==> config.mk <==
export PLATFORM = sky130hd
export DESIGN_NAME = psk_switch_ctrl
export DESIGN_NICKNAME = d
export VERILOG_FILES = /design/src/rtl/psk_pkg.sv /design/src/rtl/psk_pulse_gen.sv /design/src/rtl/psk_gate_latch.sv /design/src/rtl/psk_stats.sv /design/src/rtl/psk_switch_ctrl.sv
export SDC_FILE = /design/constraint.sdc
export NUM_CORES = 1
export LEC_CHECK = 0
export BUFFER_PORTS_ARGS = -buffer_cell sky130_fd_sc_hd__buf_2
export CAP_MARGIN = 40
export CORE_MARGIN = 1.5
export CORE_UTILIZATION = 25
export CTS_CLUSTER_SIZE = 30
export DETAILED_ROUTE_END_ITERATION = 16
export GPL_ROUTABILITY_DRIVEN = 0
export PLACE_DENSITY_LB_ADDON = 0.1
export SETUP_SLACK_MARGIN = 0.5
export SLEW_MARGIN = 5
export SYNTH_ARGS = -nofsm -noshare
export SYNTH_HDL_FRONTEND = slang
export SYNTH_HIERARCHICAL = 1
export SYNTH_SLANG_ARGS = --single-unit
==> constraint.sdc <==
create_clock -name clk -period 9.5 [get_ports clk]
set_input_delay 1.9 -clock clk [delete_from_list [all_inputs] [get_ports clk]]
set_output_delay 1.9 -clock clk [all_outputs]
set_load 0.01 [all_outputs]
==> src/rtl/psk_pkg.sv <==
package psk_pkg;

  // Per-cycle outcome handed from the gate latch to the statistics counters.
  typedef struct packed {
    logic done;     // last clock of the switching cycle
    logic applied;  // gate was set at some point in this cycle
  } psk_cycle_t;

  // Divider ratio for the requested switching frequency.
  function automatic int unsigned div_ratio(int unsigned clk_hz, int unsigned sw_hz);
    return clk_hz / sw_hz;
  endfunction

endpackage

==> src/rtl/psk_pulse_gen.sv <==
module psk_pulse_gen #(
  parameter int DIV_W      = 16,
  parameter int DEF_PERIOD = 1250,
  parameter int DEF_HIGH   = 625
) (
  input  logic             clk,
  input  logic             rst_n,
  input  logic             run,
  input  logic [DIV_W-1:0] period_cfg,
  input  logic [DIV_W-1:0] high_cfg,
  output logic             ref_pulse,
  output logic             cycle_end
);

  localparam logic [DIV_W-1:0] ONE     = DIV_W'(1);
  localparam logic [DIV_W-1:0] MIN_PER = DIV_W'(2);
  localparam logic [DIV_W-1:0] RST_PER = DIV_W'(DEF_PERIOD);
  localparam logic [DIV_W-1:0] RST_HI  = DIV_W'(DEF_HIGH);

  logic [DIV_W-1:0] cnt_q, cnt_d;
  logic [DIV_W-1:0] per_q, per_d;
  logic [DIV_W-1:0] hi_q, hi_d;
  logic [DIV_W-1:0] per_in;
  logic             load;

  // Next-state logic: shadow settings reload only at a boundary or while idle.
  always_comb begin
    per_in    = (period_cfg < MIN_PER) ? MIN_PER : period_cfg;
    cycle_end = run && (cnt_q == (per_q - ONE));
    ref_pulse = run && (hi_q < per_q) && (cnt_q < hi_q);
    load      = !run || cycle_end;
    cnt_d     = load ? '0 : (cnt_q + ONE);
    per_d     = load ? per_in : per_q;
    hi_d      = load ? high_cfg : hi_q;
  end

  always_ff @(posedge clk or negedge rst_n) begin
    if (!rst_n) begin
      cnt_q <= '0;
      per_q <= RST_PER;
      hi_q  <= RST_HI;
    end else begin
      cnt_q <= cnt_d;
      per_q <= per_d;
      hi_q  <= hi_d;
    end
  end

  // the phase counter never leaves the current period.
  assert_cnt_in_period_R2: assert property (@(posedge clk) disable iff (!rst_n)
    run |-> (cnt_q < per_q))
    else $error("phase counter outside period");

endmodule

==> src/rtl/psk_gate_latch.sv <==
module psk_gate_latch
  import psk_pkg::*;
#(
  parameter int VW = 12
) (
  input  logic          clk,
  input  logic          rst_n,
  input  logic          run,
  input  logic          ref_pulse,
  input  logic          cycle_end,
  input  logic [VW-1:0] v_sample,
  input  logic [VW-1:0] v_ref,
  output logic          gate,
  output psk_cycle_t    cyc
);

  logic [VW-1:0] vs_q;
  logic          gate_q, gate_d;
  logic          seen_q, seen_d;
  logic          cmp;
  logic          smp_en;

  // Next-state logic: set while pulse and compare agree, clear when pulse ends.
  always_comb begin
    smp_en      = 1'b1;
    cmp         = (v_ref > vs_q);
    gate_d      = run && ref_pulse && (gate_q || cmp);
    seen_d      = (cycle_end || !run) ? 1'b0 : (seen_q || gate_d);
    cyc.done    = cycle_end;
    cyc.applied = seen_q || gate_d;
    gate        = gate_q;
  end

  always_ff @(posedge clk or negedge rst_n) begin
    if (!rst_n) begin
      vs_q   <= '0;
      gate_q <= 1'b0;
      seen_q <= 1'b0;
    end else begin
      if (smp_en) vs_q <= v_sample;
      gate_q <= gate_d;
      seen_q <= seen_d;
    end
  end

  // gate only follows a clock with the reference pulse high.
  assert_gate_in_pulse_R6: assert property (@(posedge clk) disable iff (!rst_n)
    gate_q |-> $past(ref_pulse))
    else $error("gate outside reference pulse");

  // a new pulse starts only after a true compare.
  assert_start_needs_cmp_R3: assert property (@(posedge clk) disable iff (!rst_n)
    $rose(gate_q) |-> $past(cmp))
    else $error("gate started without compare");

  // once set, the gate holds while the pulse lasts.
  assert_hold_until_fall_R4: assert property (@(posedge clk) disable iff (!rst_n)
    (gate_q && ref_pulse && run) |=> gate_q)
    else $error("gate dropped before pulse end");

  // idle forces the gate low.
  assert_idle_gate_low_R10: assert property (@(posedge clk) disable iff (!rst_n)
    !run |=> !gate_q)
    else $error("gate high while idle");

endmodule

==> src/rtl/psk_stats.sv <==
module psk_stats
  import psk_pkg::*;
#(
  parameter int CW         = 16,
  parameter int DEF_WINDOW = 100
) (
  input  logic          clk,
  input  logic          rst_n,
  input  logic          run,
  input  psk_cycle_t    cyc,
  input  logic [CW-1:0] window_cfg,
  output logic [CW-1:0] applied_cnt,
  output logic [CW-1:0] skipped_cnt,
  output logic          stats_valid
);

  localparam logic [CW-1:0] ONE     = CW'(1);
  localparam logic [CW-1:0] RST_WIN = CW'(DEF_WINDOW);

  logic [CW-1:0] p_q, p_d, s_q, s_d, pos_q, pos_d, win_q, win_d;
  logic [CW-1:0] ap_q, ap_d, sk_q, sk_d;
  logic          vld_q, vld_d;
  logic [CW-1:0] win_in, inc_p, inc_s;
  logic          last;

  always_comb begin
    win_in = (window_cfg == '0) ? ONE : window_cfg;
    inc_p  = {{(CW-1){1'b0}}, cyc.applied};
    inc_s  = {{(CW-1){1'b0}}, ~cyc.applied};
    last   = cyc.done && (pos_q == (win_q - ONE));
    p_d    = p_q;
    s_d    = s_q;
    pos_d  = pos_q;
    win_d  = win_q;
    ap_d   = ap_q;
    sk_d   = sk_q;
    vld_d  = 1'b0;
    if (!run) begin
      p_d   = '0;
      s_d   = '0;
      pos_d = '0;
      ap_d  = '0;
      sk_d  = '0;
      win_d = win_in;
    end else if (cyc.done) begin
      if (last) begin
        ap_d  = p_q + inc_p;
        sk_d  = s_q + inc_s;
        p_d   = '0;
        s_d   = '0;
        pos_d = '0;
        win_d = win_in;
        vld_d = 1'b1;
      end else begin
        p_d   = p_q + inc_p;
        s_d   = s_q + inc_s;
        pos_d = pos_q + ONE;
      end
    end
  end

  always_ff @(posedge clk or negedge rst_n) begin
    if (!rst_n) begin
      p_q   <= '0;
      s_q   <= '0;
      pos_q <= '0;
      win_q <= RST_WIN;
      ap_q  <= '0;
      sk_q  <= '0;
      vld_q <= 1'b0;
    end else begin
      p_q   <= p_d;
      s_q   <= s_d;
      pos_q <= pos_d;
      win_q <= win_d;
      ap_q  <= ap_d;
      sk_q  <= sk_d;
      vld_q <= vld_d;
    end
  end

  assign applied_cnt = ap_q;
  assign skipped_cnt = sk_q;
  assign stats_valid = vld_q;

  // reported totals cover exactly the closed window.
  assert_window_sum_R9: assert property (@(posedge clk) disable iff (!rst_n)
    vld_q |-> (({1'b0, ap_q} + {1'b0, sk_q}) == {1'b0, $past(win_q)}))
    else $error("window totals do not match window length");

  // the strobe lasts one clock.
  assert_strobe_single_R9: assert property (@(posedge clk) disable iff (!rst_n)
    vld_q |=> !vld_q)
    else $error("stats strobe longer than one clock");

endmodule

==> src/rtl/psk_switch_ctrl.sv <==
module psk_switch_ctrl
  import psk_pkg::*;
#(
  parameter int CLK_HZ     = 50_000_000,
  parameter int SW_HZ      = 40_000,
  parameter int DIV_W      = 16,
  parameter int VW         = 12,
  parameter int CW         = 16,
  parameter int DEF_WINDOW = 100
) (
  input  logic             clk,
  input  logic             rst_n,
  input  logic             enable,
  input  logic             sync_clr,
  input  logic [DIV_W-1:0] period_cfg,
  input  logic [DIV_W-1:0] high_cfg,
  input  logic [CW-1:0]    window_cfg,
  input  logic [VW-1:0]    v_sample,
  input  logic [VW-1:0]    v_ref,
  output logic             gate_out,
  output logic [CW-1:0]    applied_cnt,
  output logic [CW-1:0]    skipped_cnt,
  output logic             stats_valid
);

  localparam int DEF_PERIOD = int'(div_ratio(CLK_HZ, SW_HZ));
  localparam int DEF_HIGH   = DEF_PERIOD / 2;

  logic       run;
  logic       ref_pulse;
  logic       cycle_end;
  psk_cycle_t cyc;

  assign run = enable && !sync_clr;

  psk_pulse_gen #(
    .DIV_W     (DIV_W),
    .DEF_PERIOD(DEF_PERIOD),
    .DEF_HIGH  (DEF_HIGH)
  ) u_pulse (
    .clk       (clk),
    .rst_n     (rst_n),
    .run       (run),
    .period_cfg(period_cfg),
    .high_cfg  (high_cfg),
    .ref_pulse (ref_pulse),
    .cycle_end (cycle_end)
  );

  psk_gate_latch #(
    .VW(VW)
  ) u_latch (
    .clk      (clk),
    .rst_n    (rst_n),
    .run      (run),
    .ref_pulse(ref_pulse),
    .cycle_end(cycle_end),
    .v_sample (v_sample),
    .v_ref    (v_ref),
    .gate     (gate_out),
    .cyc      (cyc)
  );

  psk_stats #(
    .CW        (CW),
    .DEF_WINDOW(DEF_WINDOW)
  ) u_stats (
    .clk        (clk),
    .rst_n      (rst_n),
    .run        (run),
    .cyc        (cyc),
    .window_cfg (window_cfg),
    .applied_cnt(applied_cnt),
    .skipped_cnt(skipped_cnt),
    .stats_valid(stats_valid)
  );

endmodule

* After elaboration in Yosys (flattened, before gate mapping)
Cells that the tools add are included.
** Storage, ports and cells
- Register bits :: 159
- Output and inout bits :: 34
- Word-level logic and storage cells :: 67
** Operators by class
- Add/sub/neg operators :: 6
- Magnitude comparators :: 4
- Equal/unequal tests :: 4
- Multiplexer cells :: 25
- Bitwise operators :: 1
- Reduce and logical (&&, ||, !) cells :: 14
** Operators with widths (count)
- $mux 16 :: 21
- $add 16x1->16 :: 2
- $add 16x1->16 const B :: 2
- $eq 16x16->1 :: 2
- $lt 16x16->1 :: 2
- $sub 16x1->16 const B :: 2
- $logic_not 16->1 :: 1
- $lt 16x2->1 const B :: 1
- $gt 12x12->1 :: 1
- $logic_and 1x1->1 :: 7
- $mux 1 :: 4
- $logic_or 1x1->1 :: 3
- $logic_not 1->1 :: 2
- $ne 2x1->1 const B :: 1
- $ne 2x2->1 const B :: 1
- $reduce_and 2->1 :: 1
- $not 1->1 :: 1

* Longest topological paths before layout
- Depth in word-level cells :: 12
- Gate-level depth with buffers :: 20

* Hierarchy
Netlist, hierarchy kept.
** Modules (own cells, without submodules)
- psk_stats :: times used 1, cells an instance 526, area each 5297.6 um2
- psk_pulse_gen :: times used 1, cells an instance 312, area each 3204.3 um2
- psk_gate_latch :: times used 1, cells an instance 65, area each 724.4 um2
- psk_switch_ctrl :: times used 1, cells an instance 1, area each 13.8 um2

* Worst setup path after synthesis
Ideal clock, no wire load.
- Kind :: input -> register
- Start point :: input port v_ref[10]
- End point :: register u_stats.s_q[14]
- Library setup time :: 122 ps
- Data arrival time :: 4730 ps
- Required time :: 9378 ps
- Slack :: 4648 ps
- Cell stages on the path :: 15
- Cells stage by stage :: ha_1 a21oi_1 nand2_1 a21o_1 nor4_1 o21bai_1 inv_1 ha_1 ha_1 nand3_1 nor4_1 nand3_1 nor2_1 xor2_1 a32o_1
** RTL lines
- from (decl) :: line psk_switch_ctrl.sv:19 : input logic [VW-1:0] v_ref,
- to (signal assigned) :: line psk_stats.sv:65 : s_q <= '0;
- to (signal assigned) :: line psk_stats.sv:73 : s_q <= s_d;
- to (decl) :: line psk_stats.sv:20 : logic [CW-1:0] p_q, p_d, s_q, s_d, pos_q, pos_d, win_q, win_d;

* Final worst setup path
- Start point :: input port sync_clr
- End point :: register u_stats.win_q[13]
** On the way
- Word-level cells in the longest chain between the ends :: 6
- Elaborated cells on any way between the ends :: 8
- Those cells by class :: 2 x eq/ne; 1 x mux; 5 x reduce/logical
** Ends and longest elaborated chain
- from (decl) :: line psk_switch_ctrl.sv:14 : input logic sync_clr,
- $logic_not 1->1 (*) :: line psk_switch_ctrl.sv:34 : assign run = enable && !sync_clr;
- $logic_and 1x1->1 (*) :: line psk_switch_ctrl.sv:34
- via run :: line psk_switch_ctrl.sv:29 : logic run;
- $logic_and 1x1->1 (*) :: line psk_pulse_gen.sv:29 : cycle_end = run && (cnt_q == (per_q - ONE));
- via cycle_end :: line psk_switch_ctrl.sv:31 : logic cycle_end;
- $logic_and 1x1->1 :: line psk_stats.sv:30 : last = cyc.done && (pos_q == (win_q - ONE));
- $ne 2x1->1 (no line)
- $reduce_and 2->1 (no line) (*)
- to (signal assigned) :: line psk_stats.sv:75 : win_q <= win_d;
- to (decl) :: line psk_stats.sv:20
Mark *: on every way through the listed nets, which the timed path passes. The rest lies on a longest branch.
A chain may end at the register's enable or synchronous reset.

==> flow_summary.ini <==
[synthesis]
synth_cell_types = 68
synth.cell_area_mm2 = 0.009240
yosys_warnings = 6
synth-async-reset-ratio = 1.000
ys_ff_latch = 159
syn_area_per_cell_um2 = 10.22
synthCells = 904
ys.flop_type = dfrtp_1
synth_fp_nets = 1030
yosysSeqAreaShare = 0.4324
synth_edf_count = 0

[die]
core_area_mm2 = 0.03652
fp.dieW_um = 195.3
start_util = 0.2530
ioPinCount = 110
die_area_mm2 = 0.03812
die_h_um = 195.3
std_cell_rows = 70

[worst_setup_path]
cp.depth = 13
required_ns = 9.82
cp.buffers_inverters = 5
crit_slowest_cell = nand2b_2
cpMostUsedCell = buf_4
path_cells = buf_2 -> nor2b_4 -> buf_4 -> inv_1 -> nor3_2 -> nand3_1 -> a211oi_1 -> nand4_1 -> a2111oi_4 -> buf_4 -> nand2b_2 -> buf_4 -> mux2_2
reg2reg_slack_ns = 3.91
max_stage_delay_ns = 0.69
rr_worst_depth = 14
cp_max_fo = 49
crit_type = primary input to flop
reg2reg_to = u_stats/win_q[13]$_DFFE_PN0P_
arrival_ns = 6.02
end_kind = flop
rr_startpoint = u_pulse/per_q[2]$_DFFE_PN0P_
critPathTopFamily = buffers and inverters
start_kind = primary input

[cts]
cts_resized = 0
cts_tree = built
post_cts_buffers = 0
clk_pin_slew_worst_paths_ns = 0.06
clkLatencyLatePin_ns = 0.43
cts_buffer_depth = 2
ctsHoldBuffers = 0
cts_buffers = 17
cts_root_buffer = clkbuf_16
tritoncts_num_sinks = 159
h-tree-depth = 4

[global_route]
grt_pass1_vias = 6571
grt_max_degree = 71
antenna_found_initial = 0
grt_overflow_total = 0
grt_pass1_wl_um = 37200
track_usage = 0.1258

[placed_design]
dp_cells = 1457
dpl.hpwl_um = 16530
portBuffers = 109
place_area_mm2 = 0.01030

[power]
power_density_mw_per_mm2 = 143.5
total_power_mw = 1.560
leakagePower_nw = 4.834
max-vdd-ir-drop_mv = 0.1059

[final_layout]
final_common_cell = dfrtp_1
multiInputGateArea_mm2 = 0.004842
antenna_cells = 0
drive_above_1_share = 0.2059
final_cells = 1488
sequential_cell_area_mm2 = 0.003995
nFillCells = 3816
final_cell_mix = dfrtp_1 (146), buf_2 (108), nor2_1 (79)
area_growth_pct = 17.67
finalNetCount = 1134
fin_util = 0.2977
final_cell_area_mm2 = 0.01087

[timing]
period_needed_ns = 5.705
tns_ns = 0
worst_pin_slew_ns = 0.7484
maxSlewViolCount = 0
grt_setup_unrepaired = false
fmax_mhz = 175.3
max_slew_margin = 0.4964
period_share = 0.6006
final_hold_viol_count = 0
fin_worst_skew_ns = 0.009710
finalSetupViolations = 0

[worst_hold_path]
worstHoldStart = u_stats/skipped_cnt[2]$_DFFE_PN0P_
min_to = u_stats/skipped_cnt[2]$_DFFE_PN0P_
holdCritPathClass = flop to flop
hold_path_depth = 1

[detailed_routing]
vias = 6550
first_iter_violations = 245
wl_um = 22810
vias_per_cell = 4.402
first_pass_iters = 5
drc = 0
antenna_left = 0
wl_per_cell_um = 15.33

[run_status]
status = finished, final reports clean

[run]
maxCapViolations = 0
stage by stage:
stage	setup WS [ns]	hold slack, ns
4_1_cts	3.711	0.5353
5_1_grt	3.435	0.5603
3_5_place_dp	3.236	0.5203
6_report	3.795	0.5371
3_3_place_gp	3.279	0.5184
2_1_floorplan	4.648	0.4795
cell usage after synthesis, drive strengths merged (3+ instances only):
cell      n  area, um^2
nand3    31       155.2
a21o      5       37.54
xor2     68       595.6
inv      59       221.5
a211oi    4       30.03
nand2    51       191.4
or3       5       31.28
a21oi    18       93.84
a32o      4       40.04
o21a      4       30.03
xnor2    46       402.9
dfstp    13       341.6
o211a     3       30.03
o22ai     6       37.54
and2      8       50.05
ha       50       625.6
nor2     79       296.5
nand3b    4       30.03
and4      3       26.28
nand2b    6       37.54
and3     13       81.33
dfrtp   146        3654
a31oi     4       25.02
nor4     20       137.6
nor3b     6       50.05
o311ai    3       33.79
mux2i    35       350.3
clkbuf   13       48.80
mux2     46       518.0
buf      20       140.1
nor2b    45       289.0
nor3     19       95.09
nand4    24       150.1
or4       6       48.80
o21ai    13       76.33
layer usage:
metal  global-route usage  wire [um]  vias to the layer above
li1                     -          -                     3337
met1               0.1787      11790                     3089
met2               0.1889      10020                      108
met3              0.02867        704                       16
met4              0.03819        298                        0
met5                    0          0                        -
layout make-up:
cell class | count | area share
multi-input cells | 653 | 0.4453
flip-flops and latches | 159 | 0.3674
repair buffers | 118 | 0.06064
well taps | 468 | 0.05386
clock buffers | 23 | 0.04488
inverters | 59 | 0.02037
clock inverters | 8 | 0.007480
worst register-to-register path: stages, from the launching register on:
cell and delay, ns:
dfrtp_1 0.46, nor4_2 0.42, nand2_1 0.19, nor4_1 0.24
mux2_2 0.37, or3_1 0.46, nor3_2 0.23, nand3_1 0.09
a211oi_1 0.30, nand4_1 0.19, a2111oi_4 0.35, buf_4 0.61
nand2b_2 0.70, buf_4 0.46, mux2_2 0.39
worst max-delay path by stage:
stage                                  from                       endpoint  slack, ns
6_report                           sync_clr  u_stats/win_q[13]$_DFFE_PN0P_       3.79
5_1_grt        u_pulse/per_q[2]$_DFFE_PN0P_  u_stats/win_q[11]$_DFFE_PN0P_       3.44
4_1_cts                            sync_clr  u_stats/win_q[13]$_DFFE_PN0P_       3.71
3_5_place_dp                       sync_clr  u_stats/win_q[10]$_DFFE_PN0P_       3.24
3_3_place_gp                       sync_clr  u_stats/win_q[10]$_DFFE_PN0P_       3.28
2_1_floorplan                     v_ref[10]    u_stats/s_q[14]$_DFFE_PN0P_       4.65
sequential cells by signal, summed over array words and instances, names as in the netlist:
register / cells
u_stats/stats_valid: 1
u_latch/gate: 1
u_pulse/per_q: 16
u_stats/s_q: 16
u_latch/vs_q: 12
u_latch/seen_q: 1
u_pulse/cnt_q: 16
u_stats/p_q: 16
u_pulse/hi_q: 16
u_stats/pos_q: 16
u_stats/skipped_cnt: 16
u_stats/win_q: 16
u_stats/applied_cnt: 16
power breakdown:
group | switching (mW) | total (mW) | internal (mW) | leakage, nW
sequential | 0.0277 | 0.729 | 0.701 | 2.07
clock | 0.292 | 0.679 | 0.388 | 0.264
combinational | 0.0815 | 0.152 | 0.0705 | 2.50
total | 0.401 | 1.56 | 1.16 | 4.83
kinds of logic (layout without fill, tap and decap cells):
| group | Yosys count | after routing | synth area share |
|---|---|---|---|
| AO/OA/AOI/OAI | 80 | 80 | 0.06405 |
| buffers and inverters | 92 | 208 | 0.04441 |
| XOR/XNOR | 114 | 114 | 0.1081 |
| adder cells (fa/ha/maj) | 50 | 50 | 0.06770 |
| AND/OR/NAND/NOR | 328 | 328 | 0.1894 |
| multiplexers | 81 | 81 | 0.09398 |
| flip-flops | 159 | 159 | 0.4324 |
Power figures use the tool's default switching activity.
